$ cat config.mk
export PLATFORM = sky130hd
export DESIGN_NAME = gpio_port8
export DESIGN_NICKNAME = d
export VERILOG_FILES = /design/src/rtl/gpio_port_pkg.sv /design/src/rtl/gpio_rst_sync.sv /design/src/rtl/gpio_in_sync.sv /design/src/rtl/gpio_regs.sv /design/src/rtl/gpio_pin_cell.sv /design/src/rtl/gpio_port8.sv
export SDC_FILE = /design/constraint.sdc
export NUM_CORES = 1
export LEC_CHECK = 0
export ABC_AREA = 1
export BUFFER_PORTS_ARGS = -buffer_cell sky130_fd_sc_hd__buf_4
export CAP_MARGIN = 20
export CORE_MARGIN = 2
export CORE_UTILIZATION = 45
export CTS_CLUSTER_SIZE = 30
export DETAILED_ROUTE_END_ITERATION = 12
export HOLD_SLACK_MARGIN = 0.03
export PLACE_DENSITY_LB_ADDON = 0.3
export RECOVER_POWER = 50
export SETUP_SLACK_MARGIN = 0.4
export SKIP_CTS_REPAIR_TIMING = 1
export SYNTH_ARGS = -nofsm -noshare
export SYNTH_HDL_FRONTEND = slang
export SYNTH_SLANG_ARGS = --single-unit
export TNS_END_PERCENT = 5
$ cat constraint.sdc
create_clock -name clk -period 1.55 [get_ports clk]
set_input_delay 0.31 -clock clk [delete_from_list [all_inputs] [get_ports clk]]
set_output_delay 0.31 -clock clk [all_outputs]
set_load 0.05 [all_outputs]
$ cat src/rtl/gpio_port_pkg.sv
package gpio_port_pkg;
  localparam int unsigned MODE_W = 2;

  typedef enum logic [MODE_W-1:0] {
    PM_ALT      = 2'b00,
    PM_OUT      = 2'b01,
    PM_IN_PU    = 2'b10,
    PM_IN_FLOAT = 2'b11
  } pin_mode_e;
endpackage

$ cat src/rtl/gpio_rst_sync.sv
module gpio_rst_sync #(
  parameter int unsigned STAGES = 2
) (
  input  logic clk,
  input  logic arst_n,
  output logic rst_n
);
  logic [STAGES-1:0] shift_q;
  logic [STAGES-1:0] shift_d;

  always_comb begin
    shift_d = {shift_q[STAGES-2:0], 1'b1};
  end

  always_ff @(posedge clk or negedge arst_n) begin
    if (!arst_n) shift_q <= '0;
    else         shift_q <= shift_d;
  end

  assign rst_n = shift_q[STAGES-1];
endmodule

$ cat src/rtl/gpio_in_sync.sv
module gpio_in_sync #(
  parameter int unsigned WIDTH  = 8,
  parameter int unsigned STAGES = 2
) (
  input  logic             clk,
  input  logic             rst_n,
  input  logic [WIDTH-1:0] d,
  output logic [WIDTH-1:0] q
);
  logic [STAGES-1:0][WIDTH-1:0] stage_q;
  logic [STAGES-1:0][WIDTH-1:0] stage_d;

  always_comb begin
    stage_d = {stage_q[STAGES-2:0], d};
  end

  always_ff @(posedge clk or negedge rst_n) begin
    if (!rst_n) stage_q <= '0;
    else        stage_q <= stage_d;
  end

  assign q = stage_q[STAGES-1];
endmodule

$ cat src/rtl/gpio_regs.sv
module gpio_regs #(
  parameter int unsigned NPINS     = 8,
  parameter int unsigned ADDR_W    = 2,
  parameter int unsigned ADDR_DATA = 0,
  parameter int unsigned ADDR_MODE = 1,
  localparam int unsigned MREG_W   = 2 * NPINS
) (
  input  logic              clk,
  input  logic              por_rst_n,
  input  logic              mode_rst_n,
  input  logic              wr_en,
  input  logic [ADDR_W-1:0] addr,
  input  logic [MREG_W-1:0] wdata,
  output logic [NPINS-1:0]  data_q,
  output logic [MREG_W-1:0] mode_q
);
  logic              data_en;
  logic              mode_en;
  logic [NPINS-1:0]  data_d;
  logic [MREG_W-1:0] mode_d;

  always_comb begin
    data_en = wr_en && (addr == ADDR_W'(ADDR_DATA));
    mode_en = wr_en && (addr == ADDR_W'(ADDR_MODE));
    data_d  = wdata[NPINS-1:0];
    mode_d  = wdata;
  end

  always_ff @(posedge clk or negedge por_rst_n) begin
    if (!por_rst_n)   data_q <= '0;
    else if (data_en) data_q <= data_d;
  end

  always_ff @(posedge clk or negedge mode_rst_n) begin
    if (!mode_rst_n)  mode_q <= '0;
    else if (mode_en) mode_q <= mode_d;
  end
endmodule

$ cat src/rtl/gpio_pin_cell.sv
module gpio_pin_cell
  import gpio_port_pkg::*;
(
  input  logic [MODE_W-1:0] mode,
  input  logic              data_bit,
  input  logic              pad_sync,
  input  logic              alt_o,
  input  logic              alt_en,
  output logic              pad_o,
  output logic              pad_oe,
  output logic              pad_pu,
  output logic              rd_bit
);
  pin_mode_e sel;

  always_comb begin
    sel    = pin_mode_e'(mode);
    pad_o  = 1'b0;
    pad_oe = 1'b0;
    pad_pu = 1'b0;
    rd_bit = data_bit;
    unique case (sel)
      PM_ALT: begin
        pad_o  = alt_o;
        pad_oe = alt_en;
      end
      PM_OUT: begin
        pad_o  = data_bit;
        pad_oe = 1'b1;
      end
      PM_IN_PU: begin
        pad_pu = 1'b1;
        rd_bit = pad_sync;
      end
      PM_IN_FLOAT: begin
        rd_bit = pad_sync;
      end
      default: ;
    endcase
  end
endmodule

$ cat src/rtl/gpio_port8.sv
module gpio_port8
  import gpio_port_pkg::*;
#(
  parameter int unsigned NPINS       = 8,
  parameter int unsigned ADDR_W      = 2,
  parameter int unsigned ADDR_DATA   = 0,
  parameter int unsigned ADDR_MODE   = 1,
  parameter int unsigned SYNC_STAGES = 2,
  parameter int unsigned RST_STAGES  = 2,
  localparam int unsigned MREG_W     = MODE_W * NPINS
) (
  input  logic              clk,
  input  logic              por_n,
  input  logic              mrst_n,
  input  logic              wr_en,
  input  logic [ADDR_W-1:0] addr,
  input  logic [MREG_W-1:0] wdata,
  output logic [MREG_W-1:0] rdata,
  input  logic [NPINS-1:0]  pin_in,
  input  logic [NPINS-1:0]  alt_out,
  input  logic [NPINS-1:0]  alt_oe,
  output logic [NPINS-1:0]  pin_out,
  output logic [NPINS-1:0]  pin_oe,
  output logic [NPINS-1:0]  pin_pu
);
  logic              por_rst_n;
  logic              man_rst_n;
  logic              mode_rst_n;
  logic [NPINS-1:0]  pad_sync;
  logic [NPINS-1:0]  data_q;
  logic [MREG_W-1:0] mode_q;
  logic [NPINS-1:0]  rd_vec;

  gpio_rst_sync #(.STAGES(RST_STAGES)) u_por_sync (
    .clk(clk), .arst_n(por_n), .rst_n(por_rst_n)
  );

  gpio_rst_sync #(.STAGES(RST_STAGES)) u_man_sync (
    .clk(clk), .arst_n(mrst_n), .rst_n(man_rst_n)
  );

  assign mode_rst_n = por_rst_n & man_rst_n;

  gpio_in_sync #(.WIDTH(NPINS), .STAGES(SYNC_STAGES)) u_in_sync (
    .clk(clk), .rst_n(por_rst_n), .d(pin_in), .q(pad_sync)
  );

  gpio_regs #(
    .NPINS(NPINS), .ADDR_W(ADDR_W), .ADDR_DATA(ADDR_DATA), .ADDR_MODE(ADDR_MODE)
  ) u_regs (
    .clk(clk), .por_rst_n(por_rst_n), .mode_rst_n(mode_rst_n),
    .wr_en(wr_en), .addr(addr), .wdata(wdata),
    .data_q(data_q), .mode_q(mode_q)
  );

  for (genvar g = 0; g < NPINS; g++) begin : g_pin
    gpio_pin_cell u_cell (
      .mode    (mode_q[MODE_W*g +: MODE_W]),
      .data_bit(data_q[g]),
      .pad_sync(pad_sync[g]),
      .alt_o   (alt_out[g]),
      .alt_en  (alt_oe[g]),
      .pad_o   (pin_out[g]),
      .pad_oe  (pin_oe[g]),
      .pad_pu  (pin_pu[g]),
      .rd_bit  (rd_vec[g])
    );
  end

  always_comb begin
    rdata = '0;
    if (addr == ADDR_W'(ADDR_DATA))      rdata = {{(MREG_W-NPINS){1'b0}}, rd_vec};
    else if (addr == ADDR_W'(ADDR_MODE)) rdata = mode_q;
  end
endmodule

# Yosys cells after proc, flatten, opt, wreduce, memory -nomap -nowiden
# Cells that the tools add are included.
[classes]
mux = 34
n_reduce_logical = 19
bitwise_logic = 1
eq_ne = 25
[op_table]
columns = ["op", "n"]
rows = [
  ["== test 2 bit, second input constant", 16],
  ["2-to-1 mux 16 bit", 2],
  ["case mux 1 bit (2 select lines)", 16],
  ["== test 2 x 1 -> 1 bit, second input constant", 9],
  ["zero test 2 bit", 9],
  ["2-to-1 mux 1 bit", 16],
  ["OR reduction 2 bit", 8],
  ["logical AND 1 bit", 2],
  ["AND 1 bit", 1],
]
[word_totals]
output_inout_bits = 40
reg_bits = 44

# Depth between registers and ports, before layout
[logic_depth]
word_depth = 4
ltp_mapped = 5

# Modules after synthesis
# A second synthesis with hierarchy kept.
[unflattened]
hier_cells = 263
hier_area_um2 = 2098.3
[modules_own_cells]
columns = ["module", "seq_area_each_um2", "area_per_inst_um2", "cells_each", "n_inst"]
rows = [
  ["gpio_regs", 600.6, 1013.5, 107, 1],
  ["gpio_in_sync", 400.4, 400.4, 16, 1],
  ["gpio_pin_cell", 0.0, 47.5, 11, 8],
  ["gpio_port8", 0.0, 196.4, 46, 1],
  ["gpio_rst_sync", 50.0, 53.8, 3, 2],
]

# Worst setup path before layout
# No wires, ideal clock.
[synth_timing]
path_type = "in2out"
from = "input addr[0]"
to = "output rdata[10]"
slack_ns = 0.034
n_path_buf = 1
arrival_ns = 1.206
stages = 3
cell_sequence = "buf_6 nand2_2 nor2_1"
[synth_via]
elab_chain_len = 3
[synth_lines]
columns = ["element", "line_no", "source"]
rows = [
  ["start, declared", "gpio_port8.sv:16", "input logic [ADDR_W-1:0] addr,"],
  ["== test 2 x 1 -> 1 bit", "gpio_port8.sv:73", "else if (addr == ADDR_W'(ADDR_MODE)) rdata = mode_q;"],
  ["2-to-1 mux 16 bit", "gpio_port8.sv:73", ""],
  ["2-to-1 mux 16 bit (*)", "gpio_port8.sv:72", "if (addr == ADDR_W'(ADDR_DATA)) rdata = {{(MREG_W-NPINS){1'b0}}, rd_vec};"],
  ["end, declared", "gpio_port8.sv:18", "output logic [MREG_W-1:0] rdata,"],
]
# Mark *: on every way between the ends. The rest lies on a longest branch, timed or not.

# Worst setup path in the final report
[layout_timing]
from = "register u_regs.mode_q[13]"
to = "output rdata[6]"
[layout_via]
elab_chain_len = 4
[layout_lines]
columns = ["element", "line_no", "source"]
rows = [
  ["start, declared", "gpio_regs.sv:15", "output logic [MREG_W-1:0] mode_q"],
  ["start signal, assigned", "gpio_regs.sv:36", "else if (mode_en) mode_q <= mode_d;"],
  ["== test 2 bit", "gpio_pin_cell.sv:22", "unique case (sel)"],
  ["OR reduction 2 bit (no source line) (*)", "--", ""],
  ["2-to-1 mux 1 bit (*)", "gpio_pin_cell.sv:22", ""],
  ["2-to-1 mux 16 bit (*)", "gpio_port8.sv:72", ""],
]
# Marked as above.

==> run metrics <==
dpl cells=412; Die W=74.1 um; CP Data Arrival Time=1.23 ns; Worst Hold End=u_in_sync.stage_d[10]; status=finished, final reports clean; Reg clk slew, reported paths=0.08 ns; initial DRC count=118; DP Wirelength=3770 um; FF-to-FF End=u_regs.mode_q[3]; Die H=74.1 um; gr ovfl total=0; FMAX=0.650 GHz; r2r setup slk=0.35 ns; CP max FO=5; Total Wirelength=5540 um; VDD IR max=0.000652 V; critical path class=reg2out; YS warnings=0; number of buffers created by CTS=5; Worst Min Path Start=pin_in[2]; drt via density=4.71; startpoint types=register; vias in the first global route=1,751; FF-to-FF path depth=3; Max H-tree Level=2; initial antenna violation count=0; most common cell after layout, fill and taps aside=nand2_1; DR WL met2=2850 um; routed vias=2,026; flops & latches, synth=44; cell taking the most area after synthesis=dfrtp_1; Fin Setup TNS=0 ns; Worst Setup End Kind=output pin; P&R area growth vs syn=53.9%; Top Metal Used=met4; Power Density=1110 nW/um2; Initial Util=46.8%; antenna cell count=0; Worst Path Required=1.24 ns; mapped cell area=2210 um2; count of cell types in the netlist=16; Post-Syn Instances=284; # rows=25; ANT nets after route=0; share of the clock period used by the worst path=99.2%; root buffer cell=clkbuf_8; fin crit period=1.54 ns; Port-buffer cells=85; Pre-antenna DRT Iters=4; max-slew violation count=0; maximum capacitance violations=0; die area=5490 um2; final setup violation count=0; Avg Cell Area, Syn=7.78 um2; largest cells by area after synthesis=dfrtp_1, nand2_1, buf_4, nor2_1, inv_1; Placement Setup Slack=0.0717 ns; Tot GR Track Use=19.5%; Leak=0.00172 uW; Worst-Margin Slew=0.928 ns; Max clock buf depth=2; CTS tree=done; Hold Fails Final Rpt=0; Residual DRC=0; HP Class=in2reg; CORE AREA=4720 um2; worst r2r src=u_por_sync.shift_q[1]; clock skew=0.00448 ns; wl on met1=2270 um; fillers=373; RSZ-0062 raised after global routing=yes; clk sinks=44; top-area cell type share of the netlist area=49.8%; Clk Latency, worst-skew pair=0.29 ns; met3 WL=297 um; WHS Path Cells=1; I/O pin count=86; sequential area share after synthesis=49.8%; largest net degree at the start of global routing=27; worst setup margin=0.0120 ns; Core Util, Final=72.0%; Slew HR=38.1%; Final Non-Filler Cells=430; routability cong.=0.777; layout cells sized above 1=48.2%; nets=409; commonest non-fill, non-tap cells in the layout=nand2_1, buf_4, dfrtp_1, nor2_1, buf_6; first-pass GRT wire length=8080 um; routed len/inst=12.9 um
## cells by family after synthesis
kind of cell | after synthesis | share of synthesized area, %
DFF | 44 | 49.8
buffers and inverters | 65 | 16.4
AOI/OAI and AO/OA | 7 | 1.59
other | 1 | 0.170
and+or+nand+nor | 167 | 32.0
## synthesized netlist by cell type (all sizes together)
cell	instances
o21ai	7
nor2	47
nand3	18
dfrtp	44
buf	32
inv	33
nand2	86
conb	1
nand4	16
## where the power goes
group | switching, uW | internal (uW) | total, uW
clock | 358 | 306 | 664
combinational | 1020 | 638 | 1660
sequential | 151 | 1280 | 1430
## worst max path at each step
stage	start	slack [ns]	to
6_report	u_regs.mode_q[13]	0.01	rdata[6]
4_1_cts	u_regs.mode_q[15]	-0.06	rdata[7]
2_1_floorplan	addr[0]	0.25	rdata[7]
3_3_place_gp	addr[0]	0.1	rdata[3]
3_5_place_dp	addr[0]	0.07	rdata[3]
5_1_grt	u_regs.mode_q[15]	-0.05	pin_out[7]
## registers in the layout, indices dropped and copies added, names as in the netlist
register and cells:
u_regs.mode_q 16, u_in_sync.stage_d 8, u_man_sync.shift_q 2, u_in_sync.q 8, u_regs.data_q 8, u_por_sync.shift_q 2
## critical path, cell delays in order, from the launching register on
cell	delay [ns]
dfrtp_1	0.43
inv_2	0.13
nand2_2	0.06
nand2_2	0.07
nand2_4	0.05
nand2_4	0.06
buf_8	0.13
## per-stage QoR
stage / area, um2 / total power (uW) / hold slack, ns
2_1_floorplan: 2380 / 2530 / 0.0144
3_3_place_gp: 2920 / 2780 / 0.0935
3_5_place_dp: 2920 / 2800 / 0.0939
4_1_cts: 3000 / 3460 / -0.226
5_1_grt: 3400 / 3940 / 0.131
6_report: 3400 / 3760 / 0.141
## routing by layer
layer / vias up / global-route usage [%]
li1: 1008 / -
met1: 943 / 24.8
met2: 66 / 31.6
met3: 9 / 4.74
met4: 0 / 8.89
met5: - / 0
## cell type report
cell class / count / area (um2) / share of cell area, %
multi-input cells: 176 / 1000 / 29.6
clock buffers: 6 / 72.6 / 2.13
well taps: 67 / 83.8 / 2.47
repair buffers: 103 / 995 / 29.3
clock inverters: 1 / 5.00 / 0.147
inverters: 33 / 124 / 3.64
flip-flops and latches: 44 / 1110 / 32.8
No activity file was read; power rests on OpenSTA's default activity.
